===== src/rtl/fc_credit_pkg.sv =====
package fc_credit_pkg;
  localparam int unsigned CFG_ADDR   = 0;
  localparam int unsigned GRP_STRIDE = 12;
  localparam int unsigned OFF_LO     = 4;
  localparam int unsigned OFF_HI     = 8;
  localparam int unsigned OFF_ALLOC  = 12;

  typedef enum logic [1:0] {SEL_NONE, SEL_LO, SEL_HI, SEL_ALLOC} grp_sel_e;

  function automatic int unsigned grp_addr(int unsigned grp, int unsigned off);
    return grp * GRP_STRIDE + off;
  endfunction
endpackage


===== src/rtl/fc_regs.sv =====
module fc_regs
  import fc_credit_pkg::*;
#(
  parameter int unsigned GROUP_IDX = 1,
  parameter int unsigned CNT_W     = 8,
  parameter int unsigned ADDR_W    = 8,
  parameter int unsigned DATA_W    = 32
) (
  input  logic              clk,
  input  logic              rst_n,
  input  logic              wr_en,
  input  logic [ADDR_W-1:0] wr_addr,
  input  logic [DATA_W-1:0] wr_data,
  output logic              glb_en,
  output logic              grp_en,
  output logic [CNT_W-1:0]  lo_mark,
  output logic [CNT_W-1:0]  hi_mark,
  output logic              act_nx,
  output logic [CNT_W-1:0]  lo_nx,
  output logic [CNT_W-1:0]  hi_nx,
  output logic              add_ev,
  output logic              force_ev,
  output logic [CNT_W-1:0]  wr_val
);
  localparam logic [ADDR_W-1:0] A_CFG   = ADDR_W'(CFG_ADDR);
  localparam logic [ADDR_W-1:0] A_LO    = ADDR_W'(grp_addr(GROUP_IDX, OFF_LO));
  localparam logic [ADDR_W-1:0] A_HI    = ADDR_W'(grp_addr(GROUP_IDX, OFF_HI));
  localparam logic [ADDR_W-1:0] A_ALLOC = ADDR_W'(grp_addr(GROUP_IDX, OFF_ALLOC));
  localparam int unsigned       GBIT    = GROUP_IDX + 1;

  logic cfg_hit, lo_hit, hi_hit, alloc_hit;
  logic glb_nx, grp_nx;
  logic unused_mid;

  assign cfg_hit   = wr_en && (wr_addr == A_CFG);
  assign lo_hit    = wr_en && (wr_addr == A_LO);
  assign hi_hit    = wr_en && (wr_addr == A_HI);
  assign alloc_hit = wr_en && (wr_addr == A_ALLOC);

  assign wr_val   = wr_data[CNT_W-1:0];
  assign force_ev = alloc_hit && wr_data[DATA_W-1];
  assign add_ev   = alloc_hit && !wr_data[DATA_W-1];
  assign unused_mid = ^wr_data[DATA_W-2:CNT_W];

  assign glb_nx = cfg_hit ? wr_data[0]    : glb_en;
  assign grp_nx = cfg_hit ? wr_data[GBIT] : grp_en;
  assign lo_nx  = lo_hit  ? wr_val        : lo_mark;
  assign hi_nx  = hi_hit  ? wr_val        : hi_mark;
  assign act_nx = glb_nx && grp_nx;

  always_ff @(posedge clk or negedge rst_n) begin
    if (!rst_n) begin
      glb_en  <= 1'b0;
      grp_en  <= 1'b0;
      lo_mark <= '0;
      hi_mark <= '0;
    end else begin
      glb_en  <= glb_nx;
      grp_en  <= grp_nx;
      lo_mark <= lo_nx;
      hi_mark <= hi_nx;
    end
  end
endmodule


===== src/rtl/fc_credit_counter.sv =====
module fc_credit_counter #(
  parameter int unsigned CNT_W = 8
) (
  input  logic             clk,
  input  logic             rst_n,
  input  logic             add_ev,
  input  logic             force_ev,
  input  logic             take,
  input  logic [CNT_W-1:0] val,
  output logic [CNT_W-1:0] cnt,
  output logic [CNT_W-1:0] cnt_nx,
  output logic             uf_ev,
  output logic             underflow
);
  localparam int unsigned          WW   = CNT_W + 2;
  localparam logic [WW-1:0]        CMAX = WW'({CNT_W{1'b1}});

  // returns {underflow, next count}
  function automatic logic [CNT_W:0] step(logic [CNT_W-1:0] c, logic a, logic f,
                                          logic t, logic [CNT_W-1:0] v);
    logic [WW-1:0] s;
    logic          u;
    if (f) return {1'b0, v};
    s = WW'(c) + (a ? WW'(v) : '0);
    u = 1'b0;
    if (t) begin
      if (s == '0) u = 1'b1;
      else         s = s - 1'b1;
    end
    if (s > CMAX) s = CMAX;
    return {u, s[CNT_W-1:0]};
  endfunction

  assign {uf_ev, cnt_nx} = step(cnt, add_ev, force_ev, take, val);

  always_ff @(posedge clk or negedge rst_n) begin
    if (!rst_n) begin
      cnt       <= '0;
      underflow <= 1'b0;
    end else begin
      cnt       <= cnt_nx;
      underflow <= uf_ev;
    end
  end
endmodule


===== src/rtl/fc_hysteresis.sv =====
module fc_hysteresis #(
  parameter int unsigned CNT_W = 8
) (
  input  logic             clk,
  input  logic             rst_n,
  input  logic             act_nx,
  input  logic [CNT_W-1:0] cnt_nx,
  input  logic [CNT_W-1:0] lo_nx,
  input  logic [CNT_W-1:0] hi_nx,
  output logic             pause
);
  function automatic logic decide(logic en, logic [CNT_W-1:0] c,
                                  logic [CNT_W-1:0] lo, logic [CNT_W-1:0] hi,
                                  logic held);
    if (!en)     return 1'b0;
    if (c <= lo) return 1'b1;
    if (c >= hi) return 1'b0;
    return held;
  endfunction

  always_ff @(posedge clk or negedge rst_n) begin
    if (!rst_n) pause <= 1'b0;
    else        pause <= decide(act_nx, cnt_nx, lo_nx, hi_nx, pause);
  end
endmodule


===== src/rtl/fc_credit_tracker.sv =====
module fc_credit_tracker
  import fc_credit_pkg::*;
#(
  parameter int unsigned GROUP_IDX = 1,
  parameter int unsigned CNT_W     = 8,
  parameter int unsigned ADDR_W    = 8,
  parameter int unsigned DATA_W    = 32
) (
  input  logic              clk,
  input  logic              rst_n,
  input  logic              wr_en,
  input  logic [ADDR_W-1:0] wr_addr,
  input  logic [DATA_W-1:0] wr_data,
  input  logic [ADDR_W-1:0] rd_addr,
  output logic [DATA_W-1:0] rd_data,
  input  logic              buf_taken,
  output logic              pause_o,
  output logic              underflow_o
);
  localparam int unsigned GBIT = GROUP_IDX + 1;

  logic             glb_en, grp_en, act_nx;
  logic [CNT_W-1:0] lo_mark, hi_mark, lo_nx, hi_nx;
  logic             add_ev, force_ev, take_ev, uf_ev;
  logic [CNT_W-1:0] wr_val, cnt, cnt_nx;
  logic             flow_act;
  grp_sel_e         rd_sel;

  assign take_ev  = buf_taken;
  assign flow_act = glb_en && grp_en;

  fc_regs #(.GROUP_IDX(GROUP_IDX), .CNT_W(CNT_W), .ADDR_W(ADDR_W), .DATA_W(DATA_W)) u_regs (
    .clk(clk), .rst_n(rst_n), .wr_en(wr_en), .wr_addr(wr_addr), .wr_data(wr_data),
    .glb_en(glb_en), .grp_en(grp_en), .lo_mark(lo_mark), .hi_mark(hi_mark),
    .act_nx(act_nx), .lo_nx(lo_nx), .hi_nx(hi_nx),
    .add_ev(add_ev), .force_ev(force_ev), .wr_val(wr_val)
  );

  fc_credit_counter #(.CNT_W(CNT_W)) u_cnt (
    .clk(clk), .rst_n(rst_n), .add_ev(add_ev), .force_ev(force_ev), .take(take_ev),
    .val(wr_val), .cnt(cnt), .cnt_nx(cnt_nx), .uf_ev(uf_ev), .underflow(underflow_o)
  );

  fc_hysteresis #(.CNT_W(CNT_W)) u_hys (
    .clk(clk), .rst_n(rst_n), .act_nx(act_nx), .cnt_nx(cnt_nx),
    .lo_nx(lo_nx), .hi_nx(hi_nx), .pause(pause_o)
  );

  always_comb begin
    if (rd_addr == ADDR_W'(grp_addr(GROUP_IDX, OFF_LO)))         rd_sel = SEL_LO;
    else if (rd_addr == ADDR_W'(grp_addr(GROUP_IDX, OFF_HI)))    rd_sel = SEL_HI;
    else if (rd_addr == ADDR_W'(grp_addr(GROUP_IDX, OFF_ALLOC))) rd_sel = SEL_ALLOC;
    else                                                         rd_sel = SEL_NONE;
  end

  always_comb begin
    rd_data = '0;
    if (rd_addr == ADDR_W'(CFG_ADDR)) begin
      rd_data[0]    = glb_en;
      rd_data[GBIT] = grp_en;
    end else begin
      case (rd_sel)
        SEL_LO:    rd_data[CNT_W-1:0] = lo_mark;
        SEL_HI:    rd_data[CNT_W-1:0] = hi_mark;
        SEL_ALLOC: rd_data[CNT_W-1:0] = cnt;
        default:   rd_data = '0;
      endcase
    end
  end
endmodule


===== config.mk =====
export PLATFORM = sky130hd
export DESIGN_NAME = fc_credit_tracker
export DESIGN_NICKNAME = d
export VERILOG_FILES = /design/src/rtl/fc_credit_pkg.sv /design/src/rtl/fc_regs.sv /design/src/rtl/fc_credit_counter.sv /design/src/rtl/fc_hysteresis.sv /design/src/rtl/fc_credit_tracker.sv
export SDC_FILE = /design/constraint.sdc
export NUM_CORES = 1
export LEC_CHECK = 0
export ABC_CLOCK_PERIOD_IN_PS = 11000
export BUFFER_PORTS_ARGS = -buffer_cell sky130_fd_sc_hd__buf_2
export CORE_ASPECT_RATIO = 0.8
export CORE_UTILIZATION = 55
export DETAILED_ROUTE_END_ITERATION = 10
export GPL_TIMING_DRIVEN = 0
export HOLD_SLACK_MARGIN = 0.12
export PLACE_DENSITY = 0.87
export SKIP_CTS_REPAIR_TIMING = 1
export SLEW_MARGIN = 10
export SYNTH_ARGS = -nofsm -noshare
export SYNTH_HDL_FRONTEND = slang
export SYNTH_SLANG_ARGS = --single-unit

===== constraint.sdc =====
create_clock -name clk -period 11 [get_ports clk]
set_clock_uncertainty 0.15 [all_clocks]
set_input_delay 1.65 -clock clk [delete_from_list [all_inputs] [get_ports clk]]
set_output_delay 1.65 -clock clk [all_outputs]
set_load 0.02 [all_outputs]

# After elaboration in Yosys (flattened, before gate mapping)
# Cells that the tools add are included.
dict set report op_classes {
  magnitude_cmp 3
  reduce_logical 11
  n_mul 0
  n_eq_ne 10
  n_bitwise 0
  add_sub_neg 2
  shift 0
  mux 33
  div 0
}
# op n
set ops {}
lappend ops {{8-bit by 5-bit equality test with 1-bit output (second input constant)} 6}
lappend ops {{8-bit two-way mux} 4}
lappend ops {{10-bit two-way mux} 3}
lappend ops {{8-bit one-hot mux with 3 select lines} 1}
lappend ops {{1-bit two-way mux} 19}
lappend ops {{9-bit two-way mux} 2}
lappend ops {{8-bit zero test} 2}
lappend ops {{8-bit by 10-bit adder with 10-bit output} 1}
lappend ops {{10-bit by 8-bit greater-than comparator with 1-bit output (second input constant)} 1}
lappend ops {{10-bit zero test} 1}
lappend ops {{10-bit by 1-bit subtractor with 10-bit output (second input constant)} 1}
lappend ops {{8-bit greater-or-equal comparator} 1}
lappend ops {{8-bit <= comparator} 1}
lappend ops {{1-bit logical AND} 7}
lappend ops {{2-bit two-way mux} 3}
lappend ops {{5-bit two-way mux} 1}
lappend ops {{2-bit equality test (second input constant)} 2}
lappend ops {{3-bit != test (second input constant)} 1}
lappend ops {{2-bit by 1-bit equality test with 1-bit output (second input constant)} 1}
lappend ops {{1-bit zero test} 1}
dict set report word_totals {
  rom_bits 0
  ff_bits 28
  ram_bits 0
  inputBits 52
  latchBits 0
  mem_count 0
}

# Longest topological paths before layout
# Gate-level depths: netlist of run 1.
dict set report logic_depth {
  depth_word 20
  mapped_depth 23
}

# Modules after synthesis
# A second synthesis of run 1 with hierarchy kept.
dict set report unflattened {
  cells_unflattened 279
  hier_area_um2 2710.1
}
# mod seq_area_each_um2 instances cells_per_inst area_each_um2
set modules_own_cells {}
lappend modules_own_cells {fc_credit_counter 225.2 1 114 1041.0}
lappend modules_own_cells {fc_regs 450.4 1 58 823.3}
lappend modules_own_cells {fc_credit_tracker 0.0 1 54 429.2}
lappend modules_own_cells {fc_hysteresis 25.0 1 53 416.6}

# Worst setup path after synthesis of run 1
# OpenSTA, ideal clock, no wires.
dict set report synth_timing {
  path_type {in2reg}
  startpoint {input port wr_addr[1]}
  endpoint {register u_hys.pause}
  t_arrival_ns 6.492
  setup_ns 0.082
  stages 21
  slack_ns 4.276
  cell_sequence {or4b_1 > nor4_1 > nor2b_1 > and2_1 > ha_1 > a211oi_2 > nor4b_1 > or3b_1 > or3_1 > buf_6 > nand4bb_1 > a32o_2 > a31o_1 > ha_1 > nand2b_1 > a21o_1 > a21o_1 > a211oi_1 > o21bai_1 > a31o_2 > a31oi_1}
}
dict set report synth_between {
  elab_chain_cells 18
}
# element line
set synth_rtl {}
lappend synth_rtl {{start: declaration} fc_credit_tracker.sv:12} ;# input logic [ADDR_W-1:0] wr_addr,
lappend synth_rtl {{8-bit by 5-bit equality test with 1-bit output} fc_regs.sv:38} ;# assign alloc_hit = wr_en && (wr_addr == A_ALLOC);
lappend synth_rtl {{1-bit logical AND} fc_regs.sv:38}
lappend synth_rtl {{1-bit logical AND} fc_regs.sv:42} ;# assign add_ev = alloc_hit && !wr_data[DATA_W-1];
lappend synth_rtl {{8-bit two-way mux} fc_credit_counter.sv:24} ;# s = WW'(c) + (a ? WW'(v) : '0);
lappend synth_rtl {{8-bit by 10-bit adder with 10-bit output} fc_credit_counter.sv:24}
lappend synth_rtl {{10-bit by 1-bit subtractor with 10-bit output or 10-bit zero test (tied branches)} {fc_credit_counter.sv:28, fc_credit_counter.sv:27}}
lappend synth_rtl {{10-bit two-way mux} fc_credit_counter.sv:27} ;# if (s == '0) u = 1'b1;
lappend synth_rtl {{10-bit two-way mux} fc_credit_counter.sv:26} ;# if (t) begin
lappend synth_rtl {{[... 2 more ...]} --}
lappend synth_rtl {{8-bit two-way mux} fc_credit_counter.sv:30} ;# if (s > CMAX) s = CMAX;
lappend synth_rtl {{9-bit two-way mux} fc_credit_counter.sv:24}
lappend synth_rtl {{8-bit <= comparator} fc_hysteresis.sv:16} ;# if (c <= lo) return 1'b1;
lappend synth_rtl {{1-bit two-way mux} fc_hysteresis.sv:16}
lappend synth_rtl {{1-bit two-way mux} fc_hysteresis.sv:17} ;# if (c >= hi) return 1'b0;
lappend synth_rtl {{1-bit two-way mux} fc_hysteresis.sv:18} ;# return held;
lappend synth_rtl {{1-bit two-way mux} fc_hysteresis.sv:17}
lappend synth_rtl {{1-bit two-way mux} fc_hysteresis.sv:16}
lappend synth_rtl {{end signal: assignment} fc_hysteresis.sv:23} ;# else pause <= decide(act_nx, cnt_nx, lo_nx, hi_nx, pause);
lappend synth_rtl {{end: declaration} fc_hysteresis.sv:10} ;# output logic pause
# Parallel ways exist; a longest one is shown, timed or not. The select of a mux whose other input is x is not followed.
# A chain may end at the register's enable or synchronous reset.

# Worst setup path after layout of run 1
# Ends and elaborated chain as after synthesis.

==> flow_summary.html, run 1 <==
<table>
<tr><th>Metric</th><th>Value</th></tr>
<tr><th colspan="2">Clock network</th></tr>
<tr><td>Clock Pin Slew Worst Setup and Hold Paths</td><td>0.10 ns</td></tr>
<tr><td>Master cell of the clock root buffer</td><td>sky130_fd_sc_hd__clkbuf_8</td></tr>
<tr><td>Clock Path Buffers</td><td>2</td></tr>
<tr><td>Number of sinks driven by the clock tree</td><td>28</td></tr>
<tr><td>Number of buffers created by CTS</td><td>3</td></tr>
<tr><td>Clock Latency Late Sink</td><td>0.27 ns</td></tr>
<tr><td>TritonCTS clock tree</td><td>done</td></tr>
<tr><td>H-tree Lvls</td><td>1</td></tr>
<tr><th colspan="2">Synth</th></tr>
<tr><td>Part of the Yosys area used for sequential elements</td><td>28.7%</td></tr>
<tr><td>Number of enable flip-flop cells after synthesis</td><td>0</td></tr>
<tr><td>Commonest cells in the netlist</td><td>sky130_fd_sc_hd__dfrtp_1, sky130_fd_sc_hd__ha_1, sky130_fd_sc_hd__buf_4</td></tr>
<tr><td>Post-synthesis register bit count</td><td>28</td></tr>
<tr><td>Post-synth cell types</td><td>53</td></tr>
<tr><td>Proportion of synthesized flip-flops having asynchronous set or reset</td><td>100%</td></tr>
<tr><td>Yosys top cell area share</td><td>approximately 29%</td></tr>
<tr><td>Top area cells in the synthesized netlist</td><td>sky130_fd_sc_hd__dfrtp_1, sky130_fd_sc_hd__ha_1, sky130_fd_sc_hd__buf_4</td></tr>
<tr><td>Leading cell type by number of instances after synthesis</td><td>sky130_fd_sc_hd__dfrtp_1</td></tr>
<tr><td>Syn Std Cell Area</td><td>2440 sq um</td></tr>
<tr><td>Average cell area after synthesis</td><td>9.19 sq um</td></tr>
<tr><td>Synthesized netlist cell count</td><td>~270</td></tr>
<tr><td>Number of warning messages in the yosys log</td><td>0</td></tr>
<tr><td>Yosys top cell by area</td><td>sky130_fd_sc_hd__dfrtp_1</td></tr>
<tr><td>Post-synth top flop</td><td>sky130_fd_sc_hd__dfrtp_1</td></tr>
<tr><th colspan="2">STA</th></tr>
<tr><td>Total Negative Setup Slacks</td><td>0 ns</td></tr>
<tr><td>Number of slew-limit violations in the final report</td><td>0</td></tr>
<tr><td>Total of endpoints with negative setup slack in the final report</td><td>0</td></tr>
<tr><td>Fin crit share</td><td>around 65%</td></tr>
<tr><td>Min Clock Period, post-route</td><td>approximately 7 ns</td></tr>
<tr><td>Max frequency</td><td>roughly 0.14 GHz</td></tr>
<tr><td>Number of endpoints with negative hold slack in the final report</td><td>0</td></tr>
<tr><td>Worst Setup Slack, final</td><td>3.90 ns</td></tr>
<tr><td>Setup repair after global routing missed its margin</td><td>no</td></tr>
<tr><td>Relative slew margins</td><td>a little under two fifths</td></tr>
<tr><td>Slew at the pin closest to its max-slew limit</td><td>0.937 ns</td></tr>
<tr><th colspan="2">Setup path</th></tr>
<tr><td>Worst Path Max Fanout</td><td>8</td></tr>
<tr><td>Startpoint types</td><td>input pin</td></tr>
<tr><td>CP bufs+invs</td><td>2</td></tr>
<tr><td>Launch instance of the worst register-to-register path</td><td>u_cnt.cnt[0]</td></tr>
<tr><td>Cell class contributing the biggest share of worst-path delay</td><td>simple AND/OR/NAND/NOR gates</td></tr>
<tr><td>Endpoint kind of the worst setup timing path</td><td>register</td></tr>
<tr><td>Worst Path Arrival</td><td>7.15 ns</td></tr>
<tr><td>Worst path required time</td><td>11.05 ns</td></tr>
<tr><td>Largest incremental delay on the critical path</td><td>about 0.53 ns</td></tr>
<tr><td>Type of the worst setup path</td><td>in -&gt; reg</td></tr>
<tr><td>Library cell contributing the largest single delay on the critical path</td><td>sky130_fd_sc_hd__or4b_1</td></tr>
<tr><td>Critical path launch point</td><td>wr_addr[1]</td></tr>
<tr><td>Chain of cells forming the critical path</td><td>buf_2 -&gt; or4b_1 -&gt; nor4_1 -&gt; nor2b_1 -&gt; and2_1 -&gt; ha_1 -&gt; a211oi_2 -&gt; nor4b_1 -&gt; or3b_1 -&gt; or3_1 -&gt; buf_6 -&gt; nand4bb_1 -&gt; a32o_2 -&gt; a31o_1 -&gt; ha_1 -&gt; nand2b_1 -&gt; a21o_1 -&gt; a21o_1 -&gt; a211oi_1 -&gt; o21bai_1 -&gt; a31o_2 -&gt; a31oi_1</td></tr>
<tr><th colspan="2">Placement</th></tr>
<tr><td>Placer Congestion</td><td>0.827</td></tr>
<tr><td>Pre-CTS setup slack</td><td>3.62 ns</td></tr>
<tr><td>HPWL after detailed placement</td><td>between 4000 and 5000 um</td></tr>
<tr><td>Instance area at placement</td><td>2790 sq um</td></tr>
<tr><td>Quantity of I/O buffers inserted on ports</td><td>38</td></tr>
<tr><th colspan="2">Routing</th></tr>
<tr><td>Total wire length</td><td>~5700 um</td></tr>
<tr><td>Number of search-and-repair iterations in the first detailed-routing pass</td><td>5</td></tr>
<tr><td>Total via count after detailed routing</td><td>about 2100</td></tr>
<tr><td>Detail-routed via count per cell</td><td>5.54</td></tr>
<tr><td>Average wire per standard cell</td><td>14.8 um</td></tr>
<tr><td>ANT nets after route</td><td>0</td></tr>
<tr><td>Post-detailed-route DRC marker count</td><td>0</td></tr>
<tr><td>Drt first-iter violations</td><td>188</td></tr>
<tr><th colspan="2">Pwr</th></tr>
<tr><td>Share of total power consumed by net switching</td><td>roughly two fifths</td></tr>
<tr><td>LEAKAGE</td><td>roughly 1.5 nW</td></tr>
<tr><td>Power Internal</td><td>0.249 mW</td></tr>
<tr><td>Power Density</td><td>141 nW/um^2</td></tr>
<tr><td>Sequential share of power</td><td>between 30% and 40%</td></tr>
<tr><td>Portion of total power attributed to the clock network</td><td>20.0%</td></tr>
<tr><td>Net Switching</td><td>between 0.15 and 0.2 mW</td></tr>
<tr><td>Power share of the combinational group</td><td>47.5%</td></tr>
<tr><td>Peak VDD IR</td><td>roughly 0.084 mV</td></tr>
<tr><th colspan="2">Layout</th></tr>
<tr><td>Final cell area excluding filler cells</td><td>2860 sq um</td></tr>
<tr><td>Share of layout cells above drive strength 1</td><td>24.8%</td></tr>
<tr><td>Area growth, synth to finish</td><td>17.2%</td></tr>
<tr><td>Count of antenna diodes in the layout</td><td>0</td></tr>
<tr><td>Net count of the finished layout</td><td>410</td></tr>
<tr><td>Post-layout util</td><td>between 60% and 70%</td></tr>
<tr><th colspan="2">Floorplanning</th></tr>
<tr><td>Floorplan Core Area</td><td>4230 sq um</td></tr>
<tr><td>Site row count</td><td>21</td></tr>
<tr><td>Chip height</td><td>61.6 um</td></tr>
<tr><td>Initial standard-cell utilization of the core</td><td>approximately 58%</td></tr>
<tr><td>Die boundary width</td><td>76.5 um</td></tr>
<tr><td>Number of ports placed on the die boundary</td><td>86</td></tr>
<tr><td>Die footprint</td><td>4720 sq um</td></tr>
<tr><th colspan="2">GRT</th></tr>
<tr><td>Largest net degree at the start of global routing</td><td>29</td></tr>
<tr><td>Global-route wire length before repair</td><td>a little under 10000 um</td></tr>
<tr><td>Number of antenna violations at the first check in global routing</td><td>0</td></tr>
<tr><td>Vias in the first global route</td><td>2101</td></tr>
<tr><td>GR Util All Layers</td><td>a little over a quarter</td></tr>
<tr><td>Total gr overflow</td><td>0</td></tr>
<tr><th colspan="2">Flow run</th></tr>
<tr><td>Max Cap Viol</td><td>0</td></tr>
<tr><th colspan="2">Run status</th></tr>
<tr><td>Run status</td><td>finished clean</td></tr>
<tr><th colspan="2">Worst hold path</th></tr>
<tr><td>Startpoint of the worst hold path</td><td>u_regs.lo_mark[5]</td></tr>
<tr><td>Min-delay worst type</td><td>reg -&gt; reg</td></tr>
</table>
## path summary, 6_finish.rpt
path | slack, ns | depth (start not counted) | endpoint
max in group asynchronous | 9.05 | 1 | u_regs.hi_mark[4]
min in group asynchronous | 1.23 | 1 | u_regs.grp_en
worst max register to register | 6.10 | 18 | u_hys.pause
worst min register to register | 0.38 | 2 | u_regs.lo_mark[5]
worst max-delay path | 3.90 | 22 | u_hys.pause
worst min-delay path | 0.38 | 2 | u_regs.lo_mark[5]
## sequential cells by signal (all words and copies together), names as in the netlist
| register | cells |
|---|---|
| u_regs.glb_en | 1 |
| u_cnt.cnt | 8 |
| u_cnt.underflow | 1 |
| u_regs.hi_mark | 8 |
| u_regs.grp_en | 1 |
| u_regs.lo_mark | 8 |
| u_hys.pause | 1 |
## stage by stage
step / power (mW) / std cells / hold slack (ns)
finish: 0.405 / 388 / 0.385
global route: 0.437 / 388 / 0.420
CTS: 0.403 / 388 / 0.385
detailed placement: 0.319 / 384 / 0.362
global placement: 0.309 / 384 / 0.350
floorplan: 0.268 / 289 / 0.327
## placed cells by master (no fill, tap or decap), types with 5 or more instances in the layout
| master | count |
|---|---|
| sky130_fd_sc_hd__buf_2 | 39 |
| sky130_fd_sc_hd__dfrtp_1 | 28 |
| sky130_fd_sc_hd__ha_1 | 25 |
| sky130_fd_sc_hd__buf_4 | 24 |
| sky130_fd_sc_hd__conb_1 | 24 |
| sky130_fd_sc_hd__inv_1 | 23 |
| sky130_fd_sc_hd__nor2_1 | 18 |
| sky130_fd_sc_hd__mux2i_1 | 14 |
| sky130_fd_sc_hd__nand2_1 | 13 |
| sky130_fd_sc_hd__a21oi_1 | 9 |
| sky130_fd_sc_hd__and2_1 | 8 |
| sky130_fd_sc_hd__o21ai_0 | 8 |
| sky130_fd_sc_hd__or3_1 | 7 |
| sky130_fd_sc_hd__a222oi_1 | 6 |
| sky130_fd_sc_hd__nand3_1 | 5 |
## logic make-up (layout without fill, tap and decap cells)
group	after synthesis	in the layout	synth area share, %
flops	28	28	28.7
other cells	1	24	0.153
simple gates	80	80	18.4
fa+ha+maj	26	26	13.6
xor+xnor	5	5	1.79
mux	18	18	7.58
compound gates	57	57	17.6
buf+inv	51	93	12.2
## layer usage
| layer | GRT usage [%] | wire [um] | vias up |
|---|---|---|---|
| met2 | 48.9 | 2780 | 83 |
| met5 | 0 | 0 | - |
| met3 | 4.59 | 326 | 9 |
| met4 | 7.97 | 77 | 0 |
| met1 | 33.5 | 2560 | 1002 |
| li1 | - | - | 1054 |
## final cells by class
class	count	area (sq um)
multi-input combinational	210	1530
fill	339	1370
sequential	28	701
buffer	28	211
timing repair buffer	38	190
inverter	23	86.3
tap	57	71.3
clock buffer	3	41.3
clock inverter	1	30.0
## worst register-to-register path: cells and delay by family (launching register included)
| family | cells | cell delay, ns |
|---|---|---|
| AO/OA/AOI/OAI | 9 | 2.08 |
| adder cells (fa/ha/maj) | 3 | 0.93 |
| AND/OR/NAND/NOR | 4 | 0.91 |
| flip-flops | 1 | 0.42 |
| XOR/XNOR | 1 | 0.20 |
| buffers and inverters | 1 | 0.14 |
## power by group through the flow
stage / Sequential [mW] / Clock, mW / Combinational (mW)
CTS: 0.131 / 0.0821 / 0.190
floorplan: 0.128 / 0 / 0.141
global placement: 0.133 / 0 / 0.176
finish: 0.132 / 0.0812 / 0.192
global route: 0.134 / 0.0873 / 0.217
detailed placement: 0.133 / 0 / 0.186
Note: power is estimated with default switching activity, not from simulation.
==> inputs of run 2 (changes only) <==
- ABC_AREA: default -> 1
- ABC_CLOCK_PERIOD_IN_PS: 11000 -> 7000
- CORE_UTILIZATION: 55 -> 53
- PLACE_DENSITY: 0.87 -> 0.82
- clock period: 11 -> 7 ns (I/O delays scaled with it)
==> run 2 against run 1 <==
  * Sequential share of layout area shrank 3.3 points
  * First-iteration DRC count shrank 4.3%
  * Sequential cell count is the same
  * Combinational power grew 110%
  * Register-to-register slack lost 3.1 ns
  * Via count grew 30%
  * Clock power grew 14%
  * Worst hold slack lost 0.023 ns
  * Global-route usage shrank 1.3 points
  * Cell count grew 41%
  * Design area grew 16%
  * Die area grew 23%
==> flow_summary.html, run 2 <==
<table>
<tr><th>Metric</th><th>Value</th></tr>
<tr><th colspan="2">Synth</th></tr>
<tr><td>Post-synthesis compound-gate area fraction</td><td>12.1% (-5.6 points)</td></tr>
<tr><td>Post-synth cell types</td><td>41 (-23%)</td></tr>
<tr><td>Synthesized-area fraction occupied by adder cells</td><td>11.4% (-2.2 points)</td></tr>
<tr><td>Number of warning messages in the yosys log</td><td>0 (unchanged)</td></tr>
<tr><td>Post-Synth Simple-Gate Area</td><td>33.4% (+15 points)</td></tr>
<tr><td>Post-synthesis xor/xnor area fraction</td><td>0.599% (-1.2 points)</td></tr>
<tr><td>Synthesized netlist cell count</td><td>421 (+58%)</td></tr>
<tr><td>Yosys top cell by area</td><td>sky130_fd_sc_hd__dfrtp_1</td></tr>
<tr><td>Yosys top cell area share</td><td>24.0% (-4.7 points)</td></tr>
<tr><td>Post-synth top flop</td><td>sky130_fd_sc_hd__dfrtp_1</td></tr>
<tr><td>Post-synthesis register bit count</td><td>28 (unchanged)</td></tr>
<tr><td>Number of enable flip-flop cells after synthesis</td><td>0 (unchanged)</td></tr>
<tr><td>Average cell area after synthesis</td><td>6.95 sq um (-24%)</td></tr>
<tr><td>Leading cell type by number of instances after synthesis</td><td>sky130_fd_sc_hd__nand2_1</td></tr>
<tr><td>Proportion of synthesized flip-flops having asynchronous set or reset</td><td>100% (unchanged)</td></tr>
<tr><td>Part of the Yosys area used for sequential elements</td><td>24.0% (-4.7 points)</td></tr>
<tr><td>Proportion of synthesized area in mux cells</td><td>0.385% (-7.2 points)</td></tr>
<tr><td>Top area cells in the synthesized netlist</td><td>sky130_fd_sc_hd__dfrtp_1, sky130_fd_sc_hd__ha_1, sky130_fd_sc_hd__nand2_1</td></tr>
<tr><td>Combinational family with the most area after synthesis</td><td>simple AND/OR/NAND/NOR gates</td></tr>
<tr><td>Commonest cells in the netlist</td><td>sky130_fd_sc_hd__nand2_1, sky130_fd_sc_hd__inv_1, sky130_fd_sc_hd__nor2_1</td></tr>
<tr><td>Syn Std Cell Area</td><td>2930 sq um (+20%)</td></tr>
<tr><th colspan="2">STA</th></tr>
<tr><td>Fin crit share</td><td>78.9%</td></tr>
<tr><td>Total of endpoints with negative setup slack in the final report</td><td>0 (unchanged)</td></tr>
<tr><td>Relative slew margins</td><td>54.1% (+17 points)</td></tr>
<tr><td>Slew at the pin closest to its max-slew limit</td><td>0.679 ns (-0.258 ns)</td></tr>
<tr><td>Number of endpoints with negative hold slack in the final report</td><td>0 (unchanged)</td></tr>
<tr><td>Min Clock Period, post-route</td><td>5.52 ns</td></tr>
<tr><td>Number of slew-limit violations in the final report</td><td>0 (unchanged)</td></tr>
<tr><td>Max frequency</td><td>0.181 GHz</td></tr>
<tr><td>Setup repair after global routing missed its margin</td><td>no</td></tr>
<tr><td>Total Negative Setup Slacks</td><td>0 ns (unchanged)</td></tr>
<tr><th colspan="2">Floorplanning</th></tr>
<tr><td>Chip height</td><td>68.5 um (+11%)</td></tr>
<tr><td>Site row count</td><td>23 (+9.5%)</td></tr>
<tr><td>Floorplan Core Area</td><td>5150 sq um (+22%)</td></tr>
<tr><td>Die footprint</td><td>5820 sq um (+23%)</td></tr>
<tr><td>Initial standard-cell utilization of the core</td><td>56.8% (-0.98 points)</td></tr>
<tr><td>Die boundary width</td><td>85.1 um (+11%)</td></tr>
<tr><td>Number of ports placed on the die boundary</td><td>86 (unchanged)</td></tr>
<tr><th colspan="2">Pwr</th></tr>
<tr><td>Sequential share of power</td><td>29.5% (-3.0 points)</td></tr>
<tr><td>Power share of the combinational group</td><td>57.4% (+9.9 points)</td></tr>
<tr><td>Power after layout</td><td>0.707 mW (+75%)</td></tr>
<tr><td>Net Switching</td><td>0.335 mW (+110%)</td></tr>
<tr><td>Power Density</td><td>213 nW/um^2 (+51%)</td></tr>
<tr><td>Power Internal</td><td>0.372 mW (+50%)</td></tr>
<tr><td>LEAKAGE</td><td>1.88 nW (+25%)</td></tr>
<tr><td>Share of total power consumed by net switching</td><td>47.4% (+8.8 points)</td></tr>
<tr><td>Portion of total power attributed to the clock network</td><td>13.1% (-6.9 points)</td></tr>
<tr><td>Peak VDD IR</td><td>0.0967 mV (+15%)</td></tr>
<tr><th colspan="2">Routing</th></tr>
<tr><td>Drt first-iter violations</td><td>180 (-4.3%)</td></tr>
<tr><td>ANT nets after route</td><td>0 (unchanged)</td></tr>
<tr><td>Highest Signal Layer</td><td>met4</td></tr>
<tr><td>Detail-routed via count per cell</td><td>5.10 (-7.9%)</td></tr>
<tr><td>Number of search-and-repair iterations in the first detailed-routing pass</td><td>4 (-1)</td></tr>
<tr><td>Total wire length</td><td>6860 um (+19%)</td></tr>
<tr><td>Met3 routed WL</td><td>464 um (+42%)</td></tr>
<tr><td>Total via count after detailed routing</td><td>2783 (+30%)</td></tr>
<tr><td>Average wire per standard cell</td><td>12.6 um (-15%)</td></tr>
<tr><td>Detailed route wirelength on metal2</td><td>3040 um (+9.4%)</td></tr>
<tr><td>Post-detailed-route DRC marker count</td><td>0 (unchanged)</td></tr>
<tr><td>Met1 Routed Length</td><td>3270 um (+28%)</td></tr>
<tr><th colspan="2">Flow run</th></tr>
<tr><td>Max Cap Viol</td><td>0 (unchanged)</td></tr>
<tr><th colspan="2">Clock network</th></tr>
<tr><td>TritonCTS clock tree</td><td>done</td></tr>
<tr><td>Number of buffers created by CTS</td><td>3 (unchanged)</td></tr>
<tr><td>Number of sinks driven by the clock tree</td><td>28 (unchanged)</td></tr>
<tr><td>H-tree Lvls</td><td>1 (unchanged)</td></tr>
<tr><td>Master cell of the clock root buffer</td><td>sky130_fd_sc_hd__clkbuf_8</td></tr>
<tr><td>Clock Path Buffers</td><td>2 (unchanged)</td></tr>
<tr><td>Clock Latency Late Sink</td><td>0.28 ns (about the same)</td></tr>
<tr><td>Clock Pin Slew Worst Setup and Hold Paths</td><td>0.10 ns (about the same)</td></tr>
<tr><th colspan="2">Layout</th></tr>
<tr><td>Commonest non-fill, non-tap cell in the layout</td><td>sky130_fd_sc_hd__nand2_1</td></tr>
<tr><td>Area growth, synth to finish</td><td>13.3%</td></tr>
<tr><td>Share of layout cells above drive strength 1</td><td>23.8% (-1.0 points)</td></tr>
<tr><td>Net count of the finished layout</td><td>564 (+38%)</td></tr>
<tr><td>Largest registers ranked by flip-flop count</td><td>u_cnt.cnt (8), u_regs.hi_mark (8), u_regs.lo_mark (8)</td></tr>
<tr><td>Most used cells in the layout excluding fill and tap cells</td><td>sky130_fd_sc_hd__nand2_1, sky130_fd_sc_hd__inv_1, sky130_fd_sc_hd__nor2_1, sky130_fd_sc_hd__buf_2, sky130_fd_sc_hd__dfrtp_1</td></tr>
<tr><td>Count of antenna diodes in the layout</td><td>0 (unchanged)</td></tr>
<tr><td>Post-layout util</td><td>64.4% (-3.3 points)</td></tr>
<tr><td>FILL cells</td><td>480 (+42%)</td></tr>
<tr><td>Filler-free cell count of the finished design</td><td>546 (+41%)</td></tr>
<tr><th colspan="2">GRT</th></tr>
<tr><td>Vias in the first global route</td><td>2587 (+23%)</td></tr>
<tr><td>Global-route wire length before repair</td><td>11500 um (+19%)</td></tr>
<tr><td>GR Util All Layers</td><td>25.4% (-1.3 points)</td></tr>
<tr><td>Largest net degree at the start of global routing</td><td>29 (unchanged)</td></tr>
<tr><td>Total gr overflow</td><td>0 (unchanged)</td></tr>
<tr><td>Number of antenna violations at the first check in global routing</td><td>0 (unchanged)</td></tr>
<tr><th colspan="2">Setup path</th></tr>
<tr><td>Worst Path Max Fanout</td><td>10 (+2)</td></tr>
<tr><td>Library cell contributing the largest single delay on the critical path</td><td>sky130_fd_sc_hd__o41ai_1</td></tr>
<tr><td>Endpoint kind of the worst setup timing path</td><td>register</td></tr>
<tr><td>Worst Path Arrival</td><td>5.56 ns (-1.59 ns)</td></tr>
<tr><td>Cell class contributing the biggest share of worst-path delay</td><td>simple AND/OR/NAND/NOR gates</td></tr>
<tr><td>CP bufs+invs</td><td>4 (+2)</td></tr>
<tr><td>Cell mode on critical path</td><td>sky130_fd_sc_hd__nand2_1</td></tr>
<tr><td>Largest incremental delay on the critical path</td><td>0.69 ns (+0.16 ns)</td></tr>
<tr><td>Type of the worst setup path</td><td>in -&gt; reg</td></tr>
<tr><td>Worst path required time</td><td>7.04 ns (-4.01 ns)</td></tr>
<tr><td>Startpoint types</td><td>input pin</td></tr>
<tr><th colspan="2">Placement</th></tr>
<tr><td>Number of cells after detailed placement</td><td>543 (+41%)</td></tr>
<tr><td>HPWL after detailed placement</td><td>5640 um (+21%)</td></tr>
<tr><td>Quantity of I/O buffers inserted on ports</td><td>37 (-2.6%)</td></tr>
<tr><td>Placer Congestion</td><td>0.939 (+13%)</td></tr>
<tr><th colspan="2">Run status</th></tr>
<tr><td>Run status</td><td>finished clean</td></tr>
<tr><th colspan="2">Worst hold path</th></tr>
<tr><td>Min-delay worst type</td><td>reg -&gt; reg</td></tr>
</table>
## run 2: cell count changes after synthesis, moves of 10 or more
cell / before / now
sky130_fd_sc_hd__nand2_2: 0 / 10
sky130_fd_sc_hd__nand3_1: 5 / 17
sky130_fd_sc_hd__a21oi_1: 9 / 23
sky130_fd_sc_hd__nor2_1: 18 / 54
sky130_fd_sc_hd__mux2i_1: 14 / 0
sky130_fd_sc_hd__inv_1: 23 / 76
sky130_fd_sc_hd__nand2_1: 13 / 81
## run 2: routing by layer
layer | vias up | global-route usage, %
met5 | - | 0
met4 | 0 | 6.78
met3 | 8 | 3.62
met2 | 90 | 43.1
met1 | 1265 | 34.4
li1 | 1420 | -
## run 2: final timing paths
path | start | slack (ns) | end | cells after the start
max | wr_addr[1] | 1.48 | u_hys.pause | 25
min | u_hys.pause | 0.36 | u_hys.pause | 2
max reg2reg | u_cnt.cnt[0] | 3.01 | u_hys.pause | 20
min reg2reg | u_hys.pause | 0.36 | u_hys.pause | 2
max in group asynchronous | rst_n | 5.64 | u_cnt.cnt[2] | 1
min in group asynchronous | rst_n | 0.63 | u_regs.lo_mark[3] | 1
## run 2: worst register-to-register path: cells and delay by family, from the launching register on
kind | cells | cell delay (ns)
flops | 1 | 0.39
compound gates | 2 | 0.77
simple gates | 11 | 1.11
buf+inv | 3 | 0.34
fa+ha+maj | 4 | 1.16
## run 2: logic make-up (layout without fill, tap and decap cells)
logic type,count (synthesis),after routing
mux,1,1
other cells,1,24
flops,28,28
compound gates,53,53
buf+inv,111,151
simple gates,199,199
fa+ha+maj,26,26
xor+xnor,2,2
## run 2: stage by stage
| stage | instance area [sq um] | hold slack [ns] | setup slack [ns] |
|---|---|---|---|
| 2_1_floorplan | 3010 | 0.323 | 2.10 |
| 3_3_place_gp | 3270 | 0.333 | 1.37 |
| 3_5_place_dp | 3270 | 0.348 | 1.25 |
| 4_1_cts | 3320 | 0.371 | 1.51 |
| 5_1_grt | 3320 | 0.411 | 1.09 |
| 6_report | 3320 | 0.362 | 1.48 |
## run 2: layout make-up
| type | instances | area, sq um | area share (%) |
|---|---|---|---|
| Tap cell | 62 | 77.6 | 2.34 |
| Timing Repair Buffer | 37 | 185 | 5.58 |
| Clock buffer | 3 | 41.3 | 1.25 |
| Inverter | 83 | 312 | 9.40 |
| Sequential cell | 28 | 701 | 21.1 |
| Multi-Input combinational cell | 305 | 1780 | 53.7 |
| Buffer | 28 | 219 | 6.60 |
## run 2: power groups by stage
stage          Clock [mW]  Combinational, mW  Sequential, mW
2_1_floorplan           0              0.318           0.206
3_3_place_gp            0              0.384           0.212
3_5_place_dp            0              0.399           0.212
4_1_cts            0.0925              0.403           0.208
5_1_grt            0.0980              0.467           0.211
6_report           0.0925              0.406           0.209
==> inputs of run 3 (changes only) <==
- ABC_CLOCK_PERIOD_IN_PS: 7000 -> 5000
- CORE_UTILIZATION: 53 -> 48
- PLACE_DENSITY: 0.82 -> 0.78
- clock period: 7 -> 5 ns (I/O delays scaled with it)
==> run 3 against run 2 <==
  * Setup slack worse by 1.2 ns
  * Largest cell class unchanged
  * Clock-buffer cell count is 1 higher
  * Critical endpoint unchanged
  * Global-route usage is 3.4 points lower
  * Via count is 1.6% lower
  * Sequential cell count stayed put
  * Largest power group unchanged
==> flow_summary.html, run 3 (synthesized netlist as in run 2, its figures left out) <==
<table>
<tr><th>Metric</th><th>Value</th></tr>
<tr><th colspan="2">STA</th></tr>
<tr><td>Min Clock Period, post-route</td><td>4.70 ns</td></tr>
<tr><td>Max frequency</td><td>0.213 GHz</td></tr>
<tr><td>Worst hold margin</td><td>0.323 ns (-0.0385 ns)</td></tr>
<tr><td>Number of slew-limit violations in the final report</td><td>0 (unchanged)</td></tr>
<tr><td>Total of endpoints with negative setup slack in the final report</td><td>0 (unchanged)</td></tr>
<tr><td>Number of endpoints with negative hold slack in the final report</td><td>0 (unchanged)</td></tr>
<tr><td>Relative slew margins</td><td>57.2% (+3.1 points)</td></tr>
<tr><td>Total Negative Setup Slacks</td><td>0 ns (unchanged)</td></tr>
<tr><td>Slew at the pin closest to its max-slew limit</td><td>0.641 ns (-0.0377 ns)</td></tr>
<tr><td>Worst Setup Slack, final</td><td>0.296 ns (-1.18 ns)</td></tr>
<tr><td>Fin crit share</td><td>94.1%</td></tr>
<tr><th colspan="2">Floorplanning</th></tr>
<tr><td>Initial standard-cell utilization of the core</td><td>49.7% (-7.0 points)</td></tr>
<tr><td>Die footprint</td><td>6410 sq um (+10%)</td></tr>
<tr><td>Chip height</td><td>71.8 um (+4.9%)</td></tr>
<tr><td>Die boundary width</td><td>89.3 um (+5.0%)</td></tr>
<tr><td>Floorplan Core Area</td><td>5880 sq um (+14%)</td></tr>
<tr><td>Site row count</td><td>25 (+8.7%)</td></tr>
<tr><td>Number of ports placed on the die boundary</td><td>86 (unchanged)</td></tr>
<tr><th colspan="2">Layout</th></tr>
<tr><td>Net count of the finished layout</td><td>565 (+0.18%)</td></tr>
<tr><td>Largest registers ranked by flip-flop count</td><td>u_cnt.cnt (8), u_regs.hi_mark (8), u_regs.lo_mark (8)</td></tr>
<tr><td>Area growth, synth to finish</td><td>15.4%</td></tr>
<tr><td>Commonest non-fill, non-tap cell in the layout</td><td>sky130_fd_sc_hd__nand2_1</td></tr>
<tr><td>Share of layout cells above drive strength 1</td><td>24.5% (+0.73 points)</td></tr>
<tr><td>Count of antenna diodes in the layout</td><td>0 (unchanged)</td></tr>
<tr><td>Post-layout util</td><td>57.4% (-7.0 points)</td></tr>
<tr><td>Most used cells in the layout excluding fill and tap cells</td><td>sky130_fd_sc_hd__nand2_1, sky130_fd_sc_hd__inv_1, sky130_fd_sc_hd__nor2_1, sky130_fd_sc_hd__buf_2, sky130_fd_sc_hd__dfrtp_1</td></tr>
<tr><td>Filler-free cell count of the finished design</td><td>567 (+3.8%)</td></tr>
<tr><th colspan="2">Worst hold path</th></tr>
<tr><td>Min-delay worst type</td><td>in -&gt; async</td></tr>
<tr><th colspan="2">Clock network</th></tr>
<tr><td>Clock Pin Slew Worst Setup and Hold Paths</td><td>0.11 ns (about the same)</td></tr>
<tr><td>Clock Path Buffers</td><td>2 (unchanged)</td></tr>
<tr><td>Number of sinks driven by the clock tree</td><td>28 (unchanged)</td></tr>
<tr><td>H-tree Lvls</td><td>1 (unchanged)</td></tr>
<tr><td>TritonCTS clock tree</td><td>done</td></tr>
<tr><td>Number of buffers created by CTS</td><td>3 (unchanged)</td></tr>
<tr><td>Master cell of the clock root buffer</td><td>sky130_fd_sc_hd__clkbuf_8</td></tr>
<tr><td>Clock Latency Late Sink</td><td>0.28 ns (about the same)</td></tr>
<tr><th colspan="2">Placement</th></tr>
<tr><td>Number of cells after detailed placement</td><td>562 (+3.5%)</td></tr>
<tr><td>Pre-CTS setup slack</td><td>-0.366 ns (-1.62 ns)</td></tr>
<tr><td>Placer Congestion</td><td>0.912 (-2.9%)</td></tr>
<tr><td>Quantity of I/O buffers inserted on ports</td><td>37 (unchanged)</td></tr>
<tr><td>HPWL after detailed placement</td><td>5560 um (-1.3%)</td></tr>
<tr><th colspan="2">GRT</th></tr>
<tr><td>Number of antenna violations at the first check in global routing</td><td>0 (unchanged)</td></tr>
<tr><td>Largest net degree at the start of global routing</td><td>29 (unchanged)</td></tr>
<tr><td>Vias in the first global route</td><td>2468 (-4.6%)</td></tr>
<tr><td>GR Util All Layers</td><td>22.1% (-3.4 points)</td></tr>
<tr><td>Total gr overflow</td><td>0 (unchanged)</td></tr>
<tr><td>Global-route wire length before repair</td><td>11100 um (-3.9%)</td></tr>
<tr><th colspan="2">Setup path</th></tr>
<tr><td>Startpoint types</td><td>input pin</td></tr>
<tr><td>Worst Path Max Fanout</td><td>10 (unchanged)</td></tr>
<tr><td>Worst path required time</td><td>5.02 ns (-2.02 ns)</td></tr>
<tr><td>Type of the worst setup path</td><td>in -&gt; reg</td></tr>
<tr><td>Endpoint kind of the worst setup timing path</td><td>register</td></tr>
<tr><td>Worst Path Arrival</td><td>4.73 ns (-0.83 ns)</td></tr>
<tr><th colspan="2">Routing</th></tr>
<tr><td>Drt first-iter violations</td><td>96 (-47%)</td></tr>
<tr><td>Post-detailed-route DRC marker count</td><td>0 (unchanged)</td></tr>
<tr><td>Average wire per standard cell</td><td>11.7 um (-6.6%)</td></tr>
<tr><td>Detail-routed via count per cell</td><td>4.83 (-5.3%)</td></tr>
<tr><td>Total wire length</td><td>6660 um (-3.0%)</td></tr>
<tr><td>Number of search-and-repair iterations in the first detailed-routing pass</td><td>4 (unchanged)</td></tr>
<tr><td>ANT nets after route</td><td>0 (unchanged)</td></tr>
<tr><td>Total via count after detailed routing</td><td>2738 (-1.6%)</td></tr>
<tr><th colspan="2">Pwr</th></tr>
<tr><td>Peak VDD IR</td><td>0.142 mV (+47%)</td></tr>
<tr><td>LEAKAGE</td><td>1.90 nW (+0.69%)</td></tr>
<tr><td>Power Density</td><td>299 nW/um^2 (+40%)</td></tr>
<tr><th colspan="2">Flow run</th></tr>
<tr><td>Max Cap Viol</td><td>0 (unchanged)</td></tr>
<tr><th colspan="2">Run status</th></tr>
<tr><td>Run status</td><td>finished clean</td></tr>
</table>
[run 3: cell count changes in the layout (fill, tap and decap cells not counted)]
cell / before / now
sky130_fd_sc_hd__buf_4: 24 / 25
sky130_fd_sc_hd__clkbuf_8: 3 / 4
sky130_fd_sc_hd__nor2_1: 54 / 53
sky130_fd_sc_hd__o41ai_2: 0 / 1
sky130_fd_sc_hd__nor2_4: 1 / 2
sky130_fd_sc_hd__o41ai_1: 1 / 0
[run 3: worst paths after layout]
kind | slack, ns | start | cells after the start | end
max in group asynchronous | 3.94 | rst_n | 1 | u_regs.grp_en
min reg2reg | 0.37 | u_hys.pause | 2 | u_hys.pause
min | 0.32 | rst_n | 1 | u_regs.hi_mark[4]
max reg2reg | 1.23 | u_cnt.cnt[0] | 20 | u_hys.pause
max | 0.30 | wr_addr[1] | 25 | u_hys.pause
min in group clk | 0.37 | u_hys.pause | 2 | u_hys.pause
[run 3: critical path, cell delays in order]
cell and delay (ns):
sky130_fd_sc_hd__buf_2 0.09, sky130_fd_sc_hd__or2_2 0.35, sky130_fd_sc_hd__nor2_4 0.15, sky130_fd_sc_hd__nand4_1 0.18, sky130_fd_sc_hd__nor2_1 0.14, sky130_fd_sc_hd__ha_1 0.21, sky130_fd_sc_hd__fa_1 0.45, sky130_fd_sc_hd__inv_1 0.09
sky130_fd_sc_hd__ha_1 0.14, sky130_fd_sc_hd__inv_1 0.06, sky130_fd_sc_hd__nor2_2 0.17, sky130_fd_sc_hd__nand3_4 0.10, sky130_fd_sc_hd__nor2_4 0.16, sky130_fd_sc_hd__nand4_4 0.12, sky130_fd_sc_hd__buf_6 0.18, sky130_fd_sc_hd__nand2_1 0.06
sky130_fd_sc_hd__nand2_1 0.06, sky130_fd_sc_hd__nand2_2 0.09, sky130_fd_sc_hd__a21oi_2 0.08, sky130_fd_sc_hd__ha_1 0.30, sky130_fd_sc_hd__nand2_1 0.10, sky130_fd_sc_hd__o41ai_2 0.46, sky130_fd_sc_hd__nor2_1 0.10, sky130_fd_sc_hd__nand3_1 0.08
sky130_fd_sc_hd__nand2_1 0.05
[run 3: power breakdown]
part / total [mW] / internal, mW / switching [mW]
Sequential: 0.293 / 0.266 / 0.0272
Combinational: 0.572 / 0.202 / 0.370
Clock: 0.146 / 0.0707 / 0.0749
[run 3: metal layers]
layer  global-route usage (%)  up-vias  wire length (um)
li1                         -     1420                 -
met1                     33.2     1249              3350
met2                     34.4       65              2940
met3                     3.11        4               352
met4                     2.65        0                25
met5                        0        -                 0
[run 3: cell type report]
type	instances	area [sq um]
repair buffers	38	193
plain buffers	28	219
inverters	83	312
clock buffers	4	55.1
well taps	81	101
fillers	575	2500
flip-flops and latches	28	701
multi-input cells	305	1800
[run 3: through the flow]
step,cell area [sq um],power (mW)
3_5_place_dp,3300,0.855
5_1_grt,3380,1.10
2_1_floorplan,3010,0.733
3_3_place_gp,3300,0.842
6_report,3380,1.01
4_1_cts,3350,1.00
